## src/rtl/rms_pkg.sv

```systemverilog
package rms_pkg;
  typedef enum logic [3:0] {
    ST_SLEEP   = 4'd0,
    ST_WAIT    = 4'd1,
    ST_ALERT   = 4'd5,
    ST_TX      = 4'd6,
    ST_TX_END  = 4'd7,
    ST_RX      = 4'd8,
    ST_RX_END  = 4'd9,
    ST_FDD     = 4'd10,
    ST_FDD_END = 4'd11
  } rms_state_e;

  function automatic logic is_active(rms_state_e s);
    return (s == ST_TX) || (s == ST_RX) || (s == ST_FDD);
  endfunction
endpackage

```

## src/rtl/rms_pin_capture.sv

```systemverilog
module rms_pin_capture #(
  parameter int STAGES = 1
) (
  input  logic clk,
  input  logic rst_n,
  input  logic en_pin,
  input  logic dir_pin,
  output logic en_lvl,
  output logic en_rise,
  output logic dir_lvl
);
  logic [STAGES-1:0] en_sh;
  logic [STAGES-1:0] dir_sh;
  logic              en_prev;

  generate
    for (genvar g = 0; g < STAGES; g++) begin : g_stage
      always_ff @(posedge clk or negedge rst_n) begin
        if (!rst_n) begin
          en_sh[g]  <= 1'b0;
          dir_sh[g] <= 1'b0;
        end else if (g == 0) begin
          en_sh[g]  <= en_pin;
          dir_sh[g] <= dir_pin;
        end else begin
          en_sh[g]  <= en_sh[(g == 0) ? 0 : g-1];
          dir_sh[g] <= dir_sh[(g == 0) ? 0 : g-1];
        end
      end
    end
  endgenerate

  always_ff @(posedge clk or negedge rst_n) begin
    if (!rst_n) en_prev <= 1'b0;
    else        en_prev <= en_sh[STAGES-1];
  end

  assign en_lvl  = en_sh[STAGES-1];
  assign dir_lvl = dir_sh[STAGES-1];
  assign en_rise = en_sh[STAGES-1] & ~en_prev;
endmodule

```

## src/rtl/rms_dwell_timer.sv

```systemverilog
module rms_dwell_timer #(
  parameter int W = 8
) (
  input  logic         clk,
  input  logic         rst_n,
  input  logic         restart,
  input  logic [W-1:0] dwell,
  output logic         expired
);
  logic [W-1:0] cnt;

  always_ff @(posedge clk or negedge rst_n) begin
    if (!rst_n)       cnt <= '0;
    else if (restart) cnt <= '0;
    else if (~&cnt)   cnt <= cnt + 1'b1;
  end

  assign expired = (cnt >= dwell);
endmodule

```

## src/rtl/rms_synth_decode.sv

```systemverilog
module rms_synth_decode
  import rms_pkg::*;
(
  input  rms_state_e st,
  output logic       rx_en,
  output logic       tx_en
);
  always_comb begin
    rx_en = 1'b0;
    tx_en = 1'b0;
    unique case (st)
      ST_ALERT, ST_FDD, ST_FDD_END: begin rx_en = 1'b1; tx_en = 1'b1; end
      ST_TX, ST_TX_END:             tx_en = 1'b1;
      ST_RX, ST_RX_END:             rx_en = 1'b1;
      default:                      ;
    endcase
  end
endmodule

```

## src/rtl/radio_mode_sequencer.sv

```systemverilog
module radio_mode_sequencer
  import rms_pkg::*;
#(
  parameter int DWELL_W     = 8,
  parameter int PIN_STAGES  = 1
) (
  input  logic               clk,
  input  logic               rst_n,
  input  logic               clocks_on,
  input  logic               pin_ctrl,
  input  logic               pulse_mode,
  input  logic               fdd_mode,
  input  logic               return_to_wait,
  input  logic               force_tx,
  input  logic [DWELL_W-1:0] dwell_cycles,
  input  logic               enable_pin,
  input  logic               txnrx_pin,
  output logic [3:0]         state_code,
  output logic               rx_synth_en,
  output logic               tx_synth_en
);
  rms_state_e st_q, st_d;
  logic en_lvl, en_rise, dir_lvl, dwell_done;
  logic start_req, stop_req;
  rms_state_e start_tgt;

  rms_pin_capture #(.STAGES(PIN_STAGES)) u_pins (
    .clk(clk), .rst_n(rst_n), .en_pin(enable_pin), .dir_pin(txnrx_pin),
    .en_lvl(en_lvl), .en_rise(en_rise), .dir_lvl(dir_lvl)
  );

  rms_dwell_timer #(.W(DWELL_W)) u_dwell (
    .clk(clk), .rst_n(rst_n), .restart(st_d != st_q),
    .dwell(dwell_cycles), .expired(dwell_done)
  );

  always_comb begin
    if (pin_ctrl) begin
      start_req = pulse_mode ? en_rise : en_lvl;
      stop_req  = pulse_mode ? en_rise : ~en_lvl;
      start_tgt = fdd_mode ? ST_FDD : (dir_lvl ? ST_TX : ST_RX);
    end else begin
      start_req = force_tx;
      stop_req  = ~force_tx;
      start_tgt = fdd_mode ? ST_FDD : ST_TX;
    end
  end

  always_comb begin
    st_d = st_q;
    unique case (st_q)
      ST_SLEEP: if (clocks_on) st_d = ST_WAIT;
      ST_WAIT: begin
        if (!clocks_on)      st_d = ST_SLEEP;
        else if (dwell_done) st_d = ST_ALERT;
      end
      ST_ALERT: if (start_req) st_d = start_tgt;
      ST_TX:    if (stop_req) st_d = ST_TX_END;
      ST_RX:    if (stop_req) st_d = ST_RX_END;
      ST_FDD:   if (stop_req) st_d = ST_FDD_END;
      ST_TX_END, ST_RX_END, ST_FDD_END:
        if (dwell_done) st_d = return_to_wait ? ST_WAIT : ST_ALERT;
      default:  st_d = ST_SLEEP;
    endcase
  end

  always_ff @(posedge clk or negedge rst_n) begin
    if (!rst_n) st_q <= ST_SLEEP;
    else        st_q <= st_d;
  end

  rms_synth_decode u_synth (.st(st_q), .rx_en(rx_synth_en), .tx_en(tx_synth_en));

  assign state_code = st_q;
endmodule

```

## config.mk

```make
export PLATFORM = sky130hd
export DESIGN_NAME = radio_mode_sequencer
export DESIGN_NICKNAME = d
export VERILOG_FILES = /design/src/rtl/rms_pkg.sv /design/src/rtl/rms_pin_capture.sv /design/src/rtl/rms_dwell_timer.sv /design/src/rtl/rms_synth_decode.sv /design/src/rtl/radio_mode_sequencer.sv
export SDC_FILE = /design/constraint.sdc
export NUM_CORES = 1
export LEC_CHECK = 0
export BUFFER_PORTS_ARGS = -buffer_cell sky130_fd_sc_hd__buf_2
export CAP_MARGIN = 20
export CORE_ASPECT_RATIO = 1.1
export CORE_MARGIN = 2
export CORE_UTILIZATION = 45
export CTS_CLUSTER_DIAMETER = 150
export DETAILED_ROUTE_END_ITERATION = 16
export PLACE_DENSITY_LB_ADDON = 0.08
export SLEW_MARGIN = 20
export SYNTH_ARGS = -nofsm -noshare
export SYNTH_HDL_FRONTEND = slang
export SYNTH_SLANG_ARGS = --single-unit
```

## constraint.sdc

```tcl
create_clock -name clk -period 2.1 [get_ports clk]
set_clock_uncertainty 0.2 [all_clocks]
set_input_delay 0.21 -clock clk [delete_from_list [all_inputs] [get_ports clk]]
set_output_delay 0.21 -clock clk [all_outputs]
set_load 0.02 [all_outputs]
```

## After elaboration in Yosys (flattened, before gate mapping)

Index checks and enable logic that the tools add are counted.

| word-level totals | value |
|---|---|
| register bits after elaboration | 15 |
| bits of input ports | 18 |
| output and inout port bits | 6 |
| word-level logic and storage cells | 48 |

| operators by class | value |
|---|---|
| add/subtract/negate cells | 1 |
| $lt $le $gt $ge | 1 |
| eq/ne operators | 10 |
| mux-type cells | 22 |
| bitwise logic cells | 4 |
| reduce and logical (&&, ||, !) cells | 5 |

Operators with widths:

| cell | number |
|---|---|
| $mux W4 | 12 |
| $pmux W4 S7 | 1 |
| $eq A4 B4 Y1 const B | 4 |
| $mux W8 | 2 |
| $eq A4 B3 Y1 const B | 3 |
| $reduce_or A5 Y1 | 2 |
| $add A8 B1 Y8 const B | 1 |
| $ge A8 B8 Y1 | 1 |
| $reduce_and A8 Y1 | 1 |
| $mux W1 | 6 |
| $eq A4 B1 Y1 const B | 1 |
| $logic_not A4 Y1 | 1 |
| $ne A4 B4 Y1 | 1 |
| $mux W3 | 1 |
| $not A1 Y1 | 3 |
| $reduce_or A3 Y1 | 1 |
| $ne A2 B1 Y1 const B | 1 |
| $and A1 B1 Y1 | 1 |

## Logic depth before layout (Yosys ltp)

| logic depth | value |
|---|---|
| depth in word-level cells | 8 |
| gate-level depth with buffers | 8 |

## By module

From an unflattened synthesis, not the netlist that was laid out.

| second synthesis, totals | value |
|---|---|
| cell total of the unflattened synthesis | 132 |
| area, all modules | 1144.8 sq um |

By module, submodules not included:

| module | times used | cells each | area an instance (sq um) |
|---|---|---|---|
| rms_dwell_timer | 1 | 72 | 619.3 |
| radio_mode_sequencer | 1 | 50 | 401.6 |
| rms_pin_capture | 1 | 4 | 88.8 |
| rms_synth_decode | 1 | 6 | 35.0 |

## Worst setup path before layout

No wires, ideal clock.

| timing path | value |
|---|---|
| path type | reg2reg |
| start point | register u_dwell.cnt[2] |
| end point | register st_q[3], in the netlist state_code[3] |
| arrival | 1685 ps |
| path slack | 115 ps |
| cell stages (with the launch flop) | 8 |
| path buffers | 0 |
| cell sequence | dfrtp_1 > ha_1 > and3_1 > o21ai_0 > a31oi_1 > or2_2 > and2_1 > o32ai_1 |

| on the way | value |
|---|---|
| cells in the longest elaborated chain, start to end | 4 |
| elaborated cells between the ends (all ways) | 5 |
| classes of those cells | order compare (1); mux (4) |

Ends and longest elaborated chain:

| element | line | text |
|---|---|---|
| start, declared | rms_dwell_timer.sv:10 | `logic [W-1:0] cnt;` |
| start signal, assigned | rms_dwell_timer.sv:15 | `else if (~&cnt) cnt <= cnt + 1'b1;` |
| $ge A8 B8 Y1 (*) | rms_dwell_timer.sv:18 | `assign expired = (cnt >= dwell);` |
| $mux W4 | radio_mode_sequencer.sv:55 | `else if (dwell_done) st_d = ST_ALERT;` |
| $mux W4 | radio_mode_sequencer.sv:54 | `if (!clocks_on) st_d = ST_SLEEP;` |
| $pmux W4 S7 (*) | radio_mode_sequencer.sv:51 | `unique case (st_q)` |
| net st_d[3] | radio_mode_sequencer.sv:22 | `rms_state_e st_q, st_d;` |
| end signal, assigned | radio_mode_sequencer.sv:69 | `else st_q <= st_d;` |
| end, declared | radio_mode_sequencer.sv:22 |  |

The timed path passes the listed nets; every way through them passes the cells marked *.
A chain may end at the register's enable or synchronous reset.

## Final worst setup path

| timing path | value |
|---|---|
| start point | register u_dwell.cnt[0] |
| end point | register u_dwell.cnt[5] |

| on the way | value |
|---|---|
| cells in the longest elaborated chain, start to end | 6 |
| elaborated cells between the ends (all ways) | 11 |
| classes of those cells | add/sub (1); order compare (1); eq/ne (2); mux (6); reduce/logical (1) |

Ends and longest elaborated chain:

| element | line | text |
|---|---|---|
| $ge A8 B8 Y1 | rms_dwell_timer.sv:18 |  |
| $mux W4 | radio_mode_sequencer.sv:55 |  |
| $mux W4 | radio_mode_sequencer.sv:54 |  |
| $pmux W4 S7 | radio_mode_sequencer.sv:51 |  |
| $ne A4 B4 Y1 | radio_mode_sequencer.sv:33 | `.clk(clk), .rst_n(rst_n), .restart(st_d != st_q),` |
| $ne A2 B1 Y1 (no source line) or $mux W8 (tied branches) | - |  |

Several ways; a longest one is shown, not always the timed one. The select of a mux whose other input is x is not followed.

==> flow_metrics.env <==
export IMPL_outcome="finished, violations left"
export IMPL_violations="setup timing"
export IMPL_avgViaCountPerCell=5.59
export IMPL_portBuffers=23
export IMPL_path_cells="inv_2 > ha_4 > and3_1 > o21ai_1 > a31oi_2 > a211oi_2 > nor2_1 > buf_6 > nor4_4"
export IMPL_wl_per_cell_um=13.6
export IMPL_hold_violations=0
export IMPL_chipWidth_um=52.0
export IMPL_cts_inserted_buffers=3
export IMPL_finalNonFillerCells=205
export IMPL_root_buffer="clkbuf_4"
export IMPL_antenna_cells=0
export IMPL_drtIter0Drc=33
export IMPL_yosys_cell_count_top_type="dfrtp_1"
export IMPL_power_total_mw=1.34
export IMPL_ys_warn_count=0
export IMPL_slowest_delay_ns=0.40
export IMPL_period_share=1.00
export IMPL_r2r_end="u_dwell.cnt[5]$_DFFE_PN0P_"
export IMPL_max_slew_margin=0.723
export IMPL_antenna_found_initial=0
export IMPL_drive_gt1_frac=0.471
export IMPL_synth_distinct_cells=45
export IMPL_fp_dieArea_um2=2950
export IMPL_io_pins=24
export IMPL_numClockSinks=15
export IMPL_slowest_stage="dfrtp_1"
export IMPL_async_flop_share=1.00
export IMPL_start_util=0.466
export IMPL_cts_buffer_depth=2
export IMPL_die_h_um=56.8
export IMPL_groute_usage_overall=0.214
export IMPL_cp_arrival_ns=2.11
export IMPL_yosysTopAreaCell="dfrtp_1"
export IMPL_ys_ff_latch=15
export IMPL_grt_pass1_wl_um=4810
export IMPL_start_kind="register"
export IMPL_path_class="reg -> reg"
export IMPL_clk_pin_slew_ns=0.09
export IMPL_maxSlewViolCount=0
export IMPL_antenna_left=0
export IMPL_grt_max_degree=16
export IMPL_synth_common_cells="dfrtp_1 (15), inv_1 (13), nand2_1 (12), ha_1 (9), nor4_1 (8)"
export IMPL_netlist_instances=131
export IMPL_drt_wl_total_um=2780
export IMPL_hold_depth=3
export IMPL_worst_r2r_path_depth=9
export IMPL_fp_row_count=19
export IMPL_synth_main_ff_cell="dfrtp_1"
export IMPL_area_growth_pct=47.9
export IMPL_rsz0062_at_grt="yes"
export IMPL_worstPathRequired_ns=2.10
export IMPL_finalSetupViolCount=2
export IMPL_hold_start="return_to_wait"
export IMPL_route_detailed_drc=0
export IMPL_power_density_nw_per_um2=794
export IMPL_synthesis_area_um2=1140
export IMPL_synth_top_cell_area_share=0.329
export IMPL_gp_congestion=0.868
export IMPL_overflow=0
export IMPL_seq_area_frac_synth=0.329
export IMPL_syn_avg_cell_area_um2=8.71
export IMPL_reg2reg_from="u_dwell.cnt[0]$_DFFE_PN0P_"
export IMPL_ir_drop_mv=0.943
export IMPL_pre_cts_slack_ns=-0.115
export IMPL_fmax_mhz=475
export IMPL_syn_num_nets=158
export IMPL_worst_slew_pin_slew_ns=0.409
export IMPL_worstPathMaxFanout=8
export IMPL_worst_slack_ns=-0.00381
export IMPL_cts_tree="yes"
export IMPL_worstHoldEndpoint="state_code[2]$_DFF_PN0_"
export IMPL_synth_edf_count=0
export IMPL_core_area_um2=2450
export IMPL_dp_hpwl_um=2090
export IMPL_htreeDepth=1
export IMPL_final_nets=202
export IMPL_drt_first_pass_iters=4
export IMPL_drv_cap=0
export IMPL_first_global_vias=1154
export IMPL_setup_worst_path_end_class="register"
export IMPL_post_route_min_period_ns=2.10
export IMPL_yosys_top_cells_area="dfrtp_1 (33%), ha_1 (9.9%), nor4_1 (4.4%)"
export IMPL_p_leak_nw=0.762
export IMPL_num_vias=1146
export IMPL_r2r_slack_ns=-0.004
export IMPL_place_inst=196
export IMPL_hold_class="in -> reg"
export IMPL_clock_latency_ns=0.29
final cells by class:
type	count	area (um^2)
Clock buffer	4	26.3
Inverter	14	52.6
Multi-Input combinational cell	99	912
Sequential cell	15	377
Fill cell	201	761
Tap cell	31	38.8
Timing Repair Buffer	42	282
report_power, final:
group          switching [mW]  internal [mW]  leakage [nW]
clock                  0.0961         0.0740        0.0150
combinational           0.418          0.358         0.552
sequential             0.0592          0.336         0.195
total                   0.573          0.768         0.762
cell families (layout without fill, tap and decap cells):
| kind of cell | after synthesis | in the layout | synth area share |
|---|---|---|---|
| XOR/XNOR | 2 | 2 | 0.0154 |
| AO/OA/AOI/OAI | 32 | 32 | 0.209 |
| AND/OR/NAND/NOR | 53 | 53 | 0.254 |
| adder cells (fa/ha/maj) | 9 | 9 | 0.0987 |
| flip-flops | 15 | 15 | 0.329 |
| buffers and inverters | 17 | 60 | 0.0647 |
| multiplexers | 3 | 3 | 0.0285 |
cell usage in the layout (no fill, tap or decap), types with 3 or more instances in the layout:
| master | synthesis | final |
|---|---|---|
| buf_2 | 2 | 23 |
| buf_4 | 0 | 14 |
| dfrtp_1 | 15 | 14 |
| inv_1 | 13 | 12 |
| nand2_1 | 12 | 12 |
| nor2_1 | 7 | 6 |
| nand3_1 | 7 | 6 |
| o21ai_0 | 7 | 6 |
| nor4_4 | 0 | 5 |
| ha_4 | 0 | 4 |
| ha_1 | 9 | 4 |
| a21oi_1 | 4 | 3 |
| nor4_2 | 0 | 3 |
| clkbuf_4 | 0 | 3 |
| dlygate4sd3_1 | 0 | 3 |
flip-flops by register name, summed over array words and instances, names as in the netlist:
| signal | flops |
|---|---|
| u_pins.en_lvl | 1 |
| u_dwell.cnt | 8 |
| state_code | 4 |
| u_pins.en_prev | 1 |
| u_pins.dir_lvl | 1 |
worst max path at each step:
stage                                    start                          to  slack, ns
floorplan           u_dwell.cnt[2]$_DFFE_PN0P_     state_code[3]$_DFF_PN0_       0.11
global placement    u_dwell.cnt[2]$_DFFE_PN0P_  u_dwell.cnt[0]$_DFFE_PN0P_      -0.07
detailed placement  u_dwell.cnt[2]$_DFFE_PN0P_  u_dwell.cnt[1]$_DFFE_PN0P_      -0.12
CTS                 u_dwell.cnt[1]$_DFFE_PN0P_  u_dwell.cnt[1]$_DFFE_PN0P_      -0.03
global route        u_dwell.cnt[1]$_DFFE_PN0P_  u_dwell.cnt[1]$_DFFE_PN0P_      -0.12
finish              u_dwell.cnt[0]$_DFFE_PN0P_  u_dwell.cnt[5]$_DFFE_PN0P_     -0.004
critical path: cells and delay by family, from the launching register on:
family          cells  cell delay [ns]
simple gates        3             0.51
compound gates      3             0.47
flops               1             0.40
buf+inv             2             0.24
fa+ha+maj           1             0.19
stage by stage:
step	setup TNS [ns]	area (um^2)	util	hold WS [ns]
3_5_place_dp	-0.758	1380	0.563	-0.0602
4_1_cts	-0.191	1530	0.624	0.0872
3_3_place_gp	-0.304	1380	0.563	-0.0671
2_1_floorplan	0	1140	-	-0.286
5_1_grt	-1.00	1690	0.689	0.0652
6_report	-0.00689	1690	0.689	0.0757
routing by layer:
layer | routed length [um] | vias up | track usage
li1 | - | 570 | -
met1 | 1260 | 549 | 0.270
met2 | 1370 | 23 | 0.353
met3 | 112 | 4 | 0.0505
met4 | 34 | 0 | 0.0677
met5 | 0 | - | 0
what timing repair did:
action                                  CTS  global route
pin swaps                                12            15
endpoints found under the hold margin    17             0
hold buffers                              3             0
gates resized for setup                  16            21
endpoints found under the setup margin   11            11
setup buffers                             1             2
(Power assumes the default switching activity.)
